[src/rtl/hyst_pump_pkg.sv]
package hyst_pump_pkg;
  typedef struct packed {
    logic vld;
    logic on;
  } pump_cmd_t;

  localparam logic PUMP_OFF = 1'b0;
  localparam logic PUMP_ON  = 1'b1;
  localparam pump_cmd_t CMD_NONE = '{vld: 1'b0, on: 1'b0};
endpackage

[src/rtl/hyst_pump_cmp.sv]
module hyst_pump_cmp #(
  parameter int LVL_W = 10,
  parameter int LO_TH = 300,
  parameter int HI_TH = 700
) (
  input  logic [LVL_W-1:0] lvl,
  output logic             low_hit,
  output logic             high_hit
);
  localparam logic [LVL_W-1:0] LO_V = LO_TH[LVL_W-1:0];
  localparam logic [LVL_W-1:0] HI_V = HI_TH[LVL_W-1:0];

  always_comb begin
    low_hit  = (lvl <= LO_V);
    high_hit = (lvl >= HI_V);
  end
endmodule

[src/rtl/hyst_pump_decide.sv]
module hyst_pump_decide
  import hyst_pump_pkg::*;
(
  input  logic      clk,
  input  logic      rst_n,
  input  logic      smp_vld,
  input  logic      low_hit,
  input  logic      high_hit,
  output pump_cmd_t cmd,
  output logic      state
);
  logic      state_q, state_d;
  logic      first_q, first_d;
  pump_cmd_t cmd_q, cmd_d;

  always_comb begin
    state_d = state_q;
    first_d = first_q;
    cmd_d   = CMD_NONE;
    if (smp_vld) begin
      if (first_q) begin
        first_d = 1'b0;
        state_d = PUMP_OFF;
        cmd_d   = '{vld: 1'b1, on: PUMP_OFF};
      end else if (state_q == PUMP_OFF) begin
        if (low_hit) begin
          state_d = PUMP_ON;
          cmd_d   = '{vld: 1'b1, on: PUMP_ON};
        end
      end else if (high_hit) begin
        state_d = PUMP_OFF;
        cmd_d   = '{vld: 1'b1, on: PUMP_OFF};
      end
    end
  end

  always_ff @(posedge clk or negedge rst_n) begin
    if (!rst_n) begin
      state_q <= PUMP_OFF;
      first_q <= 1'b1;
      cmd_q   <= CMD_NONE;
    end else begin
      cmd_q <= cmd_d;
      if (smp_vld) begin
        state_q <= state_d;
        first_q <= first_d;
      end
    end
  end

  assign cmd   = cmd_q;
  assign state = state_q;

  // the forced first command is off
  a_r2_first_off: assert property (@(posedge clk) disable iff (!rst_n)
    (smp_vld && first_q) |=> (cmd_q.vld && cmd_q.on == PUMP_OFF && state_q == PUMP_OFF));
  // idle cycles change nothing
  a_r7_idle_stable: assert property (@(posedge clk) disable iff (!rst_n)
    !smp_vld |=> ($stable(state_q) && !cmd_q.vld));
  // every state change is announced with a matching value
  a_r8_change_sent: assert property (@(posedge clk) disable iff (!rst_n)
    (state_q != $past(state_q)) |-> (cmd_q.vld && cmd_q.on == state_q));
  // a command value always agrees with the new state
  a_r8_cmd_matches: assert property (@(posedge clk) disable iff (!rst_n)
    cmd_q.vld |-> (cmd_q.on == state_q));
  // off state with a high level stays off
  a_r3_stay_off: assert property (@(posedge clk) disable iff (!rst_n)
    (smp_vld && !first_q && state_q == PUMP_OFF && !low_hit) |=> (state_q == PUMP_OFF && !cmd_q.vld));
  // on state with a level below the high mark stays on
  a_r5_stay_on: assert property (@(posedge clk) disable iff (!rst_n)
    (smp_vld && !first_q && state_q == PUMP_ON && !high_hit) |=> (state_q == PUMP_ON && !cmd_q.vld));
endmodule

[src/rtl/hyst_pump_hold.sv]
module hyst_pump_hold
  import hyst_pump_pkg::*;
(
  input  logic      clk,
  input  logic      rst_n,
  input  pump_cmd_t cmd,
  output logic      pump_en
);
  logic en_q, en_d;

  always_comb begin
    en_d = cmd.on;
  end

  always_ff @(posedge clk or negedge rst_n) begin
    if (!rst_n) begin
      en_q <= PUMP_OFF;
    end else if (cmd.vld) begin
      en_q <= en_d;
    end
  end

  assign pump_en = en_q;

  // a command is taken on the next edge
  a_r9_hold_load: assert property (@(posedge clk) disable iff (!rst_n)
    cmd.vld |=> (en_q == $past(cmd.on)));
  // without a command the output holds
  a_r9_hold_keep: assert property (@(posedge clk) disable iff (!rst_n)
    !cmd.vld |=> $stable(en_q));
endmodule

[src/rtl/hyst_pump_ctrl.sv]
module hyst_pump_ctrl
  import hyst_pump_pkg::*;
#(
  parameter int LVL_W = 10,
  parameter int LO_TH = 300,
  parameter int HI_TH = 700,
  parameter int SYNC_STAGES = 2
) (
  input  logic             clk,
  input  logic             rst_n,
  input  logic             lvl_vld,
  input  logic [LVL_W-1:0] lvl,
  output logic             cmd_vld,
  output logic             cmd_on,
  output logic             pump_en
);
  logic [SYNC_STAGES-1:0] rst_sync_q;
  logic                   rst_n_int;
  logic                   low_hit, high_hit, state;
  pump_cmd_t              cmd;

  always_ff @(posedge clk or negedge rst_n) begin
    if (!rst_n) begin
      rst_sync_q <= '0;
    end else begin
      rst_sync_q <= {rst_sync_q[SYNC_STAGES-2:0], 1'b1};
    end
  end
  assign rst_n_int = rst_sync_q[SYNC_STAGES-1];

  hyst_pump_cmp #(.LVL_W(LVL_W), .LO_TH(LO_TH), .HI_TH(HI_TH)) i_cmp (
    .lvl      (lvl),
    .low_hit  (low_hit),
    .high_hit (high_hit)
  );

  hyst_pump_decide i_decide (
    .clk      (clk),
    .rst_n    (rst_n_int),
    .smp_vld  (lvl_vld),
    .low_hit  (low_hit),
    .high_hit (high_hit),
    .cmd      (cmd),
    .state    (state)
  );

  hyst_pump_hold i_hold (
    .clk     (clk),
    .rst_n   (rst_n_int),
    .cmd     (cmd),
    .pump_en (pump_en)
  );

  assign cmd_vld = cmd.vld;
  assign cmd_on  = cmd.on;

  // nothing is sent while held in reset
  a_r1_reset_quiet: assert property (@(posedge clk)
    !rst_n_int |-> (!cmd_vld && !pump_en));
  // after a command the actuator follows the controller state
  a_r9_en_tracks: assert property (@(posedge clk) disable iff (!rst_n_int)
    cmd_vld |=> (pump_en == $past(state)));
endmodule

[config.mk]
export PLATFORM = sky130hd
export DESIGN_NAME = hyst_pump_ctrl
export DESIGN_NICKNAME = d
export VERILOG_FILES = /design/src/rtl/hyst_pump_pkg.sv /design/src/rtl/hyst_pump_cmp.sv /design/src/rtl/hyst_pump_decide.sv /design/src/rtl/hyst_pump_hold.sv /design/src/rtl/hyst_pump_ctrl.sv
export SDC_FILE = /design/constraint.sdc
export NUM_CORES = 1
export LEC_CHECK = 0
export BUFFER_PORTS_ARGS = -buffer_cell sky130_fd_sc_hd__buf_4
export CAP_MARGIN = 15
export CORE_AREA = 2 2 39 41
export DETAILED_ROUTE_END_ITERATION = 10
export DIE_AREA = 0 0 41 43
export SLEW_MARGIN = 30
export SYNTH_ARGS = -nofsm -noshare
export SYNTH_HDL_FRONTEND = slang
export SYNTH_SLANG_ARGS = --single-unit
[constraint.sdc]
create_clock -name clk -period 0.8 [get_ports clk]
set_input_delay 0.04 -clock clk [delete_from_list [all_inputs] [get_ports clk]]
set_output_delay 0.04 -clock clk [all_outputs]
set_load 0.01 [all_outputs]
==> results.yml, run 1 <==
outcome:
  status: "finished with violations"
  violations: "negative setup slack"
critical_path:
  critPathLaunchType: "input pin"
  reg2reg_depth: 4
  timing.critical_path.from: "lvl[4]"
  crit_path_max_fanout: 3
  reg2reg_from: "i_decide.state"
  crit_arrival_ps: 1160
  critPathKind: "in2reg"
  cp-end-kind: "register"
  critical_path_required_ps: 980
logic_synthesis:
  synth_cells: 26
  synth_fa_ha_area_frac: 0
  synth_nets: 39
  synth-seq-cells: 7
  yosys_warnings: 0
  netlist_area_um2: 302
  synth_xor_area_frac: 0
  synth.yosys.seq_area_share: 0.585
  synth_cell_types: 19
  post_synth.cell_area_avg_um2: 11.6
  synth_mux_area_frac: 0.0373
  synth_top_family_by_area: "compound AO/OA/AOI/OAI gates"
  synthSimpleGateAreaFrac: 0.129
  synth_compound_area_frac: 0.224
route:
  vias: 293
  routed_via_density: 4.51
  antenna_left: 0
  drc_errors: 0
  routed_wl_um: 715
  first_iter_violations: 1
  avgRoutedWirePerCell_um: 11.0
  first_pass_iters: 2
sta:
  drv_slew: 0
  hold_violations: 0
  timing.hold.ws_ps: 53.9
  fmax_mhz: 1020
  timing.final.ws_setup_ps: -179
  finalCriticalPeriod_ps: 979
  fin_worst_skew_ps: 0.730
  setup_viol: 6
  rsz0062_at_grt: "true"
  min_period_over_period: 1.22
clocking:
  cts_tree: "yes"
  worstSkewPairLatency_ps: 240
  cts_buffers: 3
  cts.sinks: 7
  htreeDepth: 1
  cts_buffer_depth: 2
  clk_pin_slew_ps: 50
  clockRootBuffer: "clkbuf_4"
placement:
  gp_congestion: 0.776
  placed_cells: 59
  portBuffers: 15
  hpwlAfterDp_um: 515
pwr:
  p_leak_uw: 0.000257
  internal_power_uw: 714
  seqPwrFrac: 0.441
  swShare: 0.243
  pwr-share-clk: 0.329
  p_per_area_nw_per_um2: 1700
  peakVddDrop_mv: 0.454
  comb_power_share: 0.230
  power.switching_uw: 229
die:
  die_h_um: 43
  die_area_um2: 1760
  core_um2: 1380
  die_w_um: 41
  row_count: 14
  io_pins: 16
  start_util: 0.218
cells_and_area:
  area_growth_syn_to_layout_pct: 83.8
  diodes: 0
  drive_gt1_frac: 0.592
  stdcell_count: 65
  final_nets: 63
  fillers: 139
grt:
  grt.overflow.total: 0
  grt_pass1_vias: 297
  grt_use_total: 0.0975
  antenna_found_initial: 0
  grt_max_degree: 6
  grt_pass1_wl_um: 1110
run:
  max-cap-violations: 0
worst_hold_path:
  min_path_cells: 3
  hp-start: "lvl_vld"
  hp-class: "in2reg"
-- layout make-up --
class / count / area, um^2 / area share
timing repair buffer: 19 / 166 / 0.300
clock buffer: 4 / 26.3 / 0.0474
tap: 16 / 20.0 / 0.0361
multi-input combinational: 18 / 161 / 0.291
sequential: 7 / 176 / 0.318
inverter: 1 / 3.75 / 0.00677
-- repair_timing --
item | 4_1_cts | 5_1_grt
hold endpoints to repair | 3 | 0
buffers inserted | 0 | 0
gates resized for setup | 7 | 6
endpoints found under the setup margin | 8 | 8
hold buffers | 2 | 0
pin swaps | 0 | 3
-- worst paths after layout --
| path | slack [ps] | end |
|---|---|---|
| setup / recovery | -180 | i_decide.state |
| hold / removal | 50 | i_decide.cmd[1] |
| setup reg to reg | -120 | i_decide.state |
| hold reg to reg | 80 | i_decide.cmd[1] |
| max in group asynchronous | 470 | i_decide.first_q |
| min in group asynchronous | 80 | i_decide.cmd[1] |
-- metal layers --
metal  track usage  wire [um]  vias to the layer above
met2         0.153        394                        9
met4         0.100          0                        0
li1              -          -                      140
met3        0.0157         26                        0
met5             0          0                        -
met1        0.0968        294                      144
-- state kept, by name, indices dropped and copies added (netlist names) --
register          count
i_hold.pump_en        1
i_decide.first_q      1
i_decide.state        1
i_decide.cmd          2
rst_sync_q            2
-- stage by stage --
step / power (uW) / setup WS [ps] / cell area (um^2) / setup TNS (ps) / utilization
floorplan: 479 / -125 / 305 / -378 / -
global route: 1020 / -231 / 554 / -790 / 0.401
global placement: 592 / -304 / 453 / -896 / 0.327
finish: 943 / -179 / 554 / -532 / 0.401
CTS: 944 / -127 / 523 / -335 / 0.378
detailed placement: 593 / -316 / 453 / -935 / 0.327
-- layout by cell type, fill, tap and decap left out --
| cell type | synthesis | routed |
|---|---|---|
| dfrtp_1 | 6 | 6 |
| or3_4 | 0 | 1 |
| o211ai_1 | 1 | 1 |
| o21ai_2 | 0 | 1 |
| nor3_2 | 0 | 1 |
| nand4_1 | 1 | 1 |
| dlygate4sd3_1 | 0 | 2 |
| nor2b_4 | 0 | 1 |
| inv_1 | 1 | 1 |
| nor2_1 | 1 | 1 |
| o41ai_4 | 0 | 1 |
| nor2b_1 | 2 | 1 |
| a21boi_2 | 0 | 1 |
| clkbuf_1 | 0 | 1 |
| a211oi_1 | 1 | 1 |
| buf_4 | 0 | 12 |
| dfstp_2 | 1 | 1 |
| clkbuf_4 | 0 | 3 |
| mux2_4 | 0 | 1 |
| a21oi_1 | 1 | 1 |
| conb_1 | 1 | 1 |
| buf_6 | 0 | 5 |
| nand3_1 | 1 | 1 |
| o21ai_1 | 2 | 2 |
| a21o_2 | 1 | 1 |
-- synth_stat cells (all sizes together) --
library cell,number,share of area
a21oi,1,0.017
a21boi,1,0.025
or3,1,0.021
a211oi,1,0.025
dfrtp,6,0.50
nor2,1,0.012
a21o,1,0.029
o41ai,1,0.054
nand3,1,0.017
conb,1,0.012
nand4,1,0.021
nor2b,2,0.041
inv,1,0.012
o211ai,1,0.025
dfstp,1,0.087
nor3,1,0.017
mux2,1,0.037
o21ai,3,0.050
-- cell families after synthesis --
family,Yosys count
compound gates,9
flops,7
simple gates,7
mux,1
buf+inv,1
other cells,1
-- worst max-delay path, stage by stage --
cell and delay, ps:
buf_6 100, or3_4 390, o41ai_4 360, o21ai_2 130, a21boi_2 140
-- power by group through the flow --
stage                     clock, uW  sequential (uW)  combinational, uW
after floorplan                   0              426               52.5
after global placement            0              419                173
after detailed placement          0              419                174
after CTS                       331              417                196
after global routing            362              422                239
final                           310              416                217
No activity file was read; power rests on OpenSTA's default activity.
==> inputs of run 2 (changes only) <==
==> constraint.sdc (replaced) <==
create_clock -name clk -period 1.15 [get_ports clk]
set_input_delay 0.0575 -clock clk [delete_from_list [all_inputs] [get_ports clk]]
set_output_delay 0.0575 -clock clk [all_outputs]
set_load 0.01 [all_outputs]
==> run 2 against run 1 <==
Effect of this change: the flow now finishes without violations; sequential power is 31% lower; final cell count is 3.1% lower; final area shrank 13%; hold slack improved by 17 ps; via count decreased by 7.2%; flip-flop and latch count did not move; wire length down 19%; clock skew increased by 2.1 ps; largest cell class unchanged; largest power group unchanged.
==> results.yml, run 2 (same netlist as run 1, synthesis figures left out) <==
outcome:
  status: "complete, no violations"
cells_and_area:
  multi_input_area_um2: 121
  fillers: 156
  diodes: 0
  mostFrequentLayoutCells: "buf_4, dfrtp_1, clkbuf_4"
  stdcell_count: 63
  final_common_cell: "buf_4"
  final-seq-area_um2: 176
  area_growth_syn_to_layout_pct: 59.3
  final_nets: 61
  drive_gt1_frac: 0.468
clocking:
  post_cts_buffers: 0
  worstSkewPairLatency_ps: 250
  clockRootBuffer: "clkbuf_4"
  cts_buffers: 3
  clk_pin_slew_ps: 50
  cts_tree: "yes"
  cts_buffer_depth: 2
  htreeDepth: 1
  cts.sinks: 7
critical_path:
  path_depth: 4
  crit_path_max_fanout: 4
  critPathKind: "reg2reg"
  reg2reg_from: "i_decide.state"
  cp-endpoint: "i_decide.state"
  critical_path.top_delay_family: "compound AO/OA/AOI/OAI gates"
  crit_chain: "o211ai_1 > a21oi_1 > o21ai_0 > a21boi_1"
  cp-end-kind: "register"
  r2r_end: "i_decide.state"
  timing.critical_path.from: "i_decide.state"
  slowest_delay_ps: 410
  cp_slowest_cell: "dfrtp_1"
  reg2reg_depth: 4
  rrSetupSlack_ps: 140
  critPathLaunchType: "register"
  path_buf_inv: 0
  crit_arrival_ps: 1190
  critical_path_required_ps: 1330
route:
  first_iter_violations: 3
  antenna_left: 0
  routed_wl_um: 577
  avgRoutedWirePerCell_um: 9.16
  first_pass_iters: 4
  drc_errors: 0
  vias: 272
  routed_via_density: 4.32
placement:
  gp_congestion: 0.771
  hpwlAfterDp_um: 482
  portBuffers: 15
  placed_cells: 57
die:
  die_h_um: 43
  core_um2: 1380
  die_area_um2: 1760
  start_util: 0.218
  die_w_um: 41
  io_pins: 16
  row_count: 14
grt:
  antenna_found_initial: 0
  grt_use_total: 0.0909
  grt_pass1_wl_um: 1010
  grt.overflow.total: 0
  grt_pass1_vias: 259
  grt_max_degree: 6
sta:
  finalCriticalPeriod_ps: 1010
  rsz0062_at_grt: "false"
  fmax_mhz: 991
  min_period_over_period: 0.878
  fin_worst_skew_ps: 2.82
  setup_viol: 0
  hold_violations: 0
  timing.hold.ws_ps: 70.4
  setup_tns_ps: 0
  drv_slew: 0
pwr:
  p_leak_uw: 0.000228
  p_per_area_nw_per_um2: 1280
  peakVddDrop_mv: 0.577
worst_hold_path:
  hp-class: "reg2async"
run:
  max-cap-violations: 0
==> run 2: through the flow <==
stage	total power [uW]	area, um^2	utilization	setup slack, ps
finish	614	480	0.347	140
CTS	626	480	0.347	128
floorplan	329	302	-	207
detailed placement	394	434	0.314	13.0
global route	659	480	0.347	37.0
global placement	393	434	0.314	7.89
==> run 2: how the worst min path moves through the flow <==
stage / depth (start not counted) / startpoint / slack [ps] / to
2_1_floorplan: 0 / rst_n / -240 / rst_sync_q[0]
3_3_place_gp: 1 / rst_n / -160 / rst_sync_q[0]
3_5_place_dp: 1 / rst_n / -160 / rst_sync_q[1]
4_1_cts: 0 / rst_sync_q[1] / 80 / i_decide.state
5_1_grt: 0 / rst_sync_q[1] / 80 / i_decide.state
6_report: 0 / rst_sync_q[1] / 70 / i_hold.pump_en
==> run 2: worst reg2reg max path: cells and delay by family, from the launching register on <==
| family | cells | cell delay (ps) |
|---|---|---|
| DFF | 1 | 410 |
| AOI/OAI and AO/OA | 4 | 530 |
==> run 2: layout make-up <==
cell class / count / area share
clock buffers: 4 / 0.0547
inverters: 1 / 0.00781
multi-input cells: 18 / 0.253
flip-flops and latches: 7 / 0.367
well taps: 16 / 0.0417
repair buffers: 17 / 0.276
==> run 2: timing repair <==
action | in CTS | in global routing
hold buffers | 2 | 0
endpoints found under the setup margin | 0 | 0
hold endpoints to repair | 3 | 0
gates resized for setup | 0 | 0
==> run 2: power breakdown <==
part | internal [uW] | switching [uW]
registers | 271 | 18.6
logic | 65.3 | 39.1
clock network | 132 | 87.6
==> run 2: routing by layer <==
layer	routed length, um	vias up	GRT usage
met1	216	127	0.0852
met4	0	0	0.0400
met5	0	-	0
li1	-	137	-
met2	317	8	0.134
met3	43	0	0.0785
